**config.mk**
```make
export PLATFORM = sky130hd
export DESIGN_NAME = i2c_byte_master
export DESIGN_NICKNAME = d
export VERILOG_FILES = /design/src/rtl/i2c_bm_pkg.sv /design/src/rtl/i2c_half_timer.sv /design/src/rtl/i2c_scl_watch.sv /design/src/rtl/i2c_byte_master.sv
export SDC_FILE = /design/constraint.sdc
export NUM_CORES = 1
export LEC_CHECK = 0
export BUFFER_PORTS_ARGS = -buffer_cell sky130_fd_sc_hd__buf_2
export CAP_MARGIN = 20
export CORE_ASPECT_RATIO = 1.4
export CORE_UTILIZATION = 45
export DETAILED_ROUTE_END_ITERATION = 16
export PLACE_DENSITY = 0.71
export SYNTH_ARGS = -nofsm -noshare
export SYNTH_HDL_FRONTEND = slang
export SYNTH_SLANG_ARGS = --single-unit
export TNS_END_PERCENT = 20
```
**constraint.sdc**
```tcl
create_clock -name clk -period 5.5 [get_ports clk]
set_input_delay 1.375 -clock clk [delete_from_list [all_inputs] [get_ports clk]]
set_output_delay 1.375 -clock clk [all_outputs]
set_load 0.02 [all_outputs]
```
**src/rtl/i2c_bm_pkg.sv**
```systemverilog
package i2c_bm_pkg;

    localparam int ADDR_W = 7;
    localparam int BYTE_W = 8;
    localparam int BIT_CNT_W = 4;

    typedef enum logic [3:0] {
        ST_IDLE,
        ST_RS_LO,
        ST_RS_HI,
        ST_RS_SDA,
        ST_BIT_LO,
        ST_BIT_HI,
        ST_WAIT,
        ST_SP_LO,
        ST_SP_HI,
        ST_SP_REL
    } bm_state_e;

endpackage

```
**src/rtl/i2c_half_timer.sv**
```systemverilog
// Half-period tick source: restarts on request and counts DIV cycles per tick.
module i2c_half_timer #(
    parameter int STD_DIV  = 10,
    parameter int FAST_DIV = 4
) (
    input  logic clk,
    input  logic rst_n,
    input  logic restart,
    input  logic fast,
    output logic tick
);
    localparam int MAX_DIV = (STD_DIV > FAST_DIV) ? STD_DIV : FAST_DIV;
    localparam int CW      = $clog2(MAX_DIV + 1);

    logic [CW-1:0] cnt_d, cnt_q;
    logic [CW-1:0] full_v, first_v;

    always_comb begin
        full_v  = fast ? CW'(FAST_DIV - 1) : CW'(STD_DIV - 1);
        first_v = fast ? CW'(FAST_DIV - 2) : CW'(STD_DIV - 2);
        tick    = (cnt_q == '0) && !restart;
        if (restart)        cnt_d = first_v;
        else if (tick)      cnt_d = full_v;
        else                cnt_d = cnt_q - 1'b1;
    end

    always_ff @(posedge clk or negedge rst_n) begin
        if (!rst_n) cnt_q <= '0;
        else        cnt_q <= cnt_d;
    end
endmodule

```
**src/rtl/i2c_scl_watch.sv**
```systemverilog
// Counts prescaler ticks while a released SCL still reads low.
module i2c_scl_watch #(
    parameter int LIMIT_W = 8
) (
    input  logic               clk,
    input  logic               rst_n,
    input  logic               watch,
    input  logic               tick,
    input  logic               scl_in,
    input  logic [LIMIT_W-1:0] limit,
    output logic               expired
);
    logic [LIMIT_W-1:0] cnt_d, cnt_q;
    logic [LIMIT_W:0]   next_v;

    always_comb begin
        next_v  = {1'b0, cnt_q} + 1'b1;
        expired = watch && !scl_in && tick && (limit != '0) && (next_v == {1'b0, limit});
        if (!watch || scl_in) cnt_d = '0;
        else if (tick)        cnt_d = (cnt_q == '1) ? cnt_q : next_v[LIMIT_W-1:0];
        else                  cnt_d = cnt_q;
    end

    always_ff @(posedge clk or negedge rst_n) begin
        if (!rst_n) cnt_q <= '0;
        else        cnt_q <= cnt_d;
    end
endmodule

```
**src/rtl/i2c_byte_master.sv**
```systemverilog
module i2c_byte_master
    import i2c_bm_pkg::*;
#(
    parameter int STD_DIV  = 10,
    parameter int FAST_DIV = 4,
    parameter int LIMIT_W  = 8
) (
    input  logic               clk,
    input  logic               rst_n,
    input  logic [6:0]         cmd_addr,
    input  logic               cmd_read,
    input  logic               cmd_fast,
    input  logic [7:0]         tx_byte,
    input  logic               go,
    input  logic               nack_next,
    input  logic               end_xfer,
    input  logic               new_msg,
    input  logic [LIMIT_W-1:0] scl_limit,
    output logic [7:0]         rx_byte,
    output logic               rx_nack,
    output logic               bus_ready,
    output logic               ev_addr_nack,
    output logic               ev_byte_done,
    output logic               ev_scl_timeout,
    output logic               scl_oe,
    input  logic               scl_in,
    output logic               sda_oe,
    input  logic               sda_in
);
    localparam int SH_W = BYTE_W + 1;

    typedef struct packed {
        bm_state_e              st;
        logic [SH_W-1:0]        sh;
        logic [BIT_CNT_W-1:0]   bitn;
        logic                   rd;
        logic                   addr_ph;
        logic                   fast;
        logic                   sda_oe;
        logic                   tmr_rst;
        logic [BYTE_W-1:0]      rx;
        logic                   rx_nack;
        logic                   ev_done;
        logic                   ev_anack;
        logic                   ev_to;
    } bm_regs_t;

    bm_regs_t  d, q;
    logic      tick, expired, watch, adv;
    bm_state_e st_mon;

    i2c_half_timer #(.STD_DIV(STD_DIV), .FAST_DIV(FAST_DIV)) u_timer (
        .clk(clk), .rst_n(rst_n), .restart(q.tmr_rst), .fast(q.fast), .tick(tick)
    );

    i2c_scl_watch #(.LIMIT_W(LIMIT_W)) u_watch (
        .clk(clk), .rst_n(rst_n), .watch(watch), .tick(tick),
        .scl_in(scl_in), .limit(scl_limit), .expired(expired)
    );

    always_comb begin
        watch = (q.st == ST_RS_HI) || (q.st == ST_BIT_HI) || (q.st == ST_SP_HI);
        adv   = tick && scl_in;
        d          = q;
        d.ev_done  = 1'b0;
        d.ev_anack = 1'b0;
        d.ev_to    = 1'b0;
        unique case (q.st)
            ST_IDLE: if (go) begin
                d.sh      = {cmd_addr, cmd_read, 1'b1};
                d.rd      = cmd_read;
                d.fast    = cmd_fast;
                d.addr_ph = 1'b1;
                d.bitn    = '0;
                d.st      = ST_RS_HI;
            end
            ST_RS_LO: begin
                d.sda_oe = 1'b0;
                if (tick) d.st = ST_RS_HI;
            end
            ST_RS_HI:  if (adv) d.st = ST_RS_SDA;
            ST_RS_SDA: begin
                d.sda_oe = 1'b1;
                if (tick) d.st = ST_BIT_LO;
            end
            ST_BIT_LO: begin
                d.sda_oe = ~q.sh[SH_W-1];
                if (tick) d.st = ST_BIT_HI;
            end
            ST_BIT_HI: if (adv) begin
                d.sh = {q.sh[SH_W-2:0], sda_in};
                if (q.bitn == BIT_CNT_W'(BYTE_W)) begin
                    d.st      = ST_WAIT;
                    d.ev_done = 1'b1;
                    if (q.addr_ph) begin
                        d.ev_anack = sda_in;
                        d.rx_nack  = sda_in;
                    end else if (q.rd) begin
                        d.rx = q.sh[BYTE_W-1:0];
                    end else begin
                        d.rx_nack = sda_in;
                    end
                end else begin
                    d.bitn = q.bitn + 1'b1;
                    d.st   = ST_BIT_LO;
                end
            end
            ST_WAIT: if (go) begin
                d.bitn = '0;
                if (end_xfer) begin
                    d.st = ST_SP_LO;
                end else if (new_msg) begin
                    d.sh      = {cmd_addr, cmd_read, 1'b1};
                    d.rd      = cmd_read;
                    d.fast    = cmd_fast;
                    d.addr_ph = 1'b1;
                    d.st      = ST_RS_LO;
                end else begin
                    d.sh      = q.rd ? {{BYTE_W{1'b1}}, nack_next} : {tx_byte, 1'b1};
                    d.addr_ph = 1'b0;
                    d.st      = ST_BIT_LO;
                end
            end
            ST_SP_LO: begin
                d.sda_oe = 1'b1;
                if (tick) d.st = ST_SP_HI;
            end
            ST_SP_HI:  if (adv) d.st = ST_SP_REL;
            ST_SP_REL: begin
                d.sda_oe = 1'b0;
                if (tick) d.st = ST_IDLE;
            end
            default: d.st = ST_IDLE;
        endcase
        if (expired) begin
            d.st     = ST_IDLE;
            d.sda_oe = 1'b0;
            d.ev_to  = 1'b1;
        end
        d.tmr_rst = (d.st != q.st);
    end

    always_ff @(posedge clk or negedge rst_n) begin
        if (!rst_n) begin
            q    <= '0;
            q.st <= ST_IDLE;
        end else begin
            q <= d;
        end
    end

    assign scl_oe         = (q.st == ST_RS_LO) || (q.st == ST_BIT_LO) ||
                            (q.st == ST_WAIT)  || (q.st == ST_SP_LO);
    assign sda_oe         = q.sda_oe;
    assign bus_ready      = (q.st == ST_IDLE);
    assign rx_byte        = q.rx;
    assign rx_nack        = q.rx_nack;
    assign ev_byte_done   = q.ev_done;
    assign ev_addr_nack   = q.ev_anack;
    assign ev_scl_timeout = q.ev_to;
    assign st_mon         = q.st;
endmodule

```
==> results.cfg <==
[die]
die_w_um = 71.0
fp.dieArea_um2 = 6990
coreArea_um2 = 6340
ios = 48
core.rowCount = 34
dieHeight_um = 98.6
initial_core_util = 0.473

[synth]
synth_area_um2 = 3000
syn-instance-count = 318
postSynth.asyncResetShare = 1.00
ys.warnings.count = 0
ys_types = 65
ys_ff_latch = 46
postSynthAreaPerCell_um2 = 9.42
synth-seq-area-share = 0.384
syn_nets = 355
synth-main-ff-cell = dfrtp_1
synth_edf_count = 0

[finish]
drive_above_1_share = 0.244
syn_to_final_growth_pct = 8.94
final_cell_mix = buf_2 (47), dfrtp_1 (46), nor2_1 (33), nand2_1 (23), inv_1 (21)
final_util = 0.515
layout_commonest_cell = buf_2
antenna_cells = 0
stdcell_count = 421
final_cell_area_um2 = 3260
nNetsFinal = 385

[worst_setup_path]
worstSetupPathDepth = 4
endpoint = scl_oe
r2r_start = u_timer.cnt_q[0]
worstSetupPathType = reg2out
startpoint_type = flip-flop
path_max_fanout = 27
cp_data_arrival_time_ps = 1750
cp-startpoint = st_mon[0]
cp.required_ps = 4120
timing.rr.end = rx_byte[4]
cp_slowest_cell = dfrtp_1
critical_path.top_delay_family = flip-flops
crit_path_cell_trace = nor2b_1, xnor2_1, nor2_1, buf_2
max_stage_delay_ps = 850
ff2ff_path_depth = 6
path_buf_inv = 1
r2r_slack_ps = 2710
end_kind = primary output

[clock_tree]
cts_setup_buffers = 0
cts_repair_resize_count = 0
cts_buffer_depth = 2
insertion_delay_ps = 300
cts-root-buf = clkbuf_8
cts_buffers = 5
htree_levels = 2
holdBufCountCts = 0
cts_sinks = 46
cts_tree = yes
clk_pin_slew_worst_paths_ps = 90

[sta]
fin_worst_skew_ps = 10.1
rsz0062_at_grt = no
slew_headroom = 0.486
max_freq_mhz = 320
slew_violations = 0
setup_viol_count_final = 0
worst_pin_slew_ps = 768
min_period_ps = 3130
setup_tns_ps = 0
timing.final.crit_share = 0.569
hold_viol = 0

[detailed_routing]
via_per_inst = 5.81
route.detailed.wl_per_inst_um = 15.7
wl_um = 6610
vias = 2445
dr.pass1.iters = 12
drc = 3
antenna_left = 0
drt_iter0_markers = 58

[global_routing]
grt_util_all_layers = 0.201
grt_max_degree = 47
grt_pass1_wl_um = 11200
grt_pass1_vias = 2464
grt_overflow_total = 0
grt_antenna_before_repair = 0

[outcome]
violations = DRC
outcome = finished, violations left

[run]
maxCapViolCount = 0

[place]
gp_congestion = 0.897
portBuffers = 47
place_hpwl_um = 4790
placed_cell_area_um2 = 3180
dp_cells = 413

[worst_hold_path]
hp-class = reg2reg
hold_depth = 1

[power]
p_leak_nw = 1.47
power.density_nw_per_um2 = 352
ir_worst_vdd_uv = 221
flip-flops by register name, summed over array words and instances, names as in the netlist, 4 cells and up:
name,cells
q,17
u_watch.cnt_q,8
u_timer.cnt_q,4
st_mon,4
rx_byte,8
synth_stat cells (3+ instances only):
master    count  area, µm²
mux2_2       18        203
o221ai_1      8       70.1
or3_1         4       25.0
and3b_1       3       26.3
nand4_1       6       37.5
xor2_1        7       61.3
xnor2_1      10       87.6
mux2i_1       5       50.1
buf_2         7       35.0
clkbuf_1      7       26.3
nor4_1        4       25.0
inv_1        21       78.8
nor2b_1       4       25.0
ha_1          4       50.1
nor2_1       33        124
nand3_1      10       50.1
nor3_1        5       25.0
nand2_1      23       86.3
dfrtp_1      46       1150
buf_4         9       67.6
o21a_1        4       30.0
o21ai_0      11       55.1
a21oi_1      11       55.1
nand2b_1      3       18.8
metal layers:
layer	global-route usage	vias to the layer above	part of all wire
li1	-	1191	-
met1	0.247	1187	0.43
met2	0.356	59	0.52
met3	0.0358	8	0.036
met4	0.0585	0	0.012
met5	0	-	0
power by group:
part	switching (mW)	total (mW)	internal, mW
sequential	0.123	0.530	0.407
combinational	0.216	0.412	0.196
clock	0.117	0.207	0.0899
total	0.456	1.15	0.693
layout make-up:
cell class                      count  area (µm²)
Tap cell                           72        90.1
Sequential cell                    46        1150
Multi-Input combinational cell    226        1620
Fill cell                         599        3070
Timing Repair Buffer               48         243
Inverter                           21        78.8
Clock buffer                        6        72.6
Clock inverter                      2        13.8
stage by stage:
step                total power, mW  hold slack (ps)  setup slack [ps]
floorplan                     0.846              465              2760
CTS                            1.16              515              2380
finish                         1.15              510              2370
detailed placement            0.946              494              2670
global route                   1.23              524              2210
global placement              0.932              489              2700
cells by family after synthesis:
| family | synth area share |
|---|---|
| and+or+nand+nor | 0.224 |
| AOI/OAI and AO/OA | 0.161 |
| buffers and inverters | 0.0768 |
| DFF | 0.384 |
| muxes | 0.0843 |
| xor gates and xnor gates | 0.0497 |
| adders and majority gates | 0.0200 |
worst min path at each step:
stage / from / end / slack [ps]
2_1_floorplan: q[19] / q[19] / 470
3_3_place_gp: rx_byte[7] / rx_byte[7] / 490
3_5_place_dp: rx_byte[6] / rx_byte[6] / 490
4_1_cts: rx_byte[6] / rx_byte[6] / 520
5_1_grt: rx_byte[6] / rx_byte[6] / 520
6_report: rx_byte[3] / rx_byte[3] / 510
(Power assumes the default switching activity.)
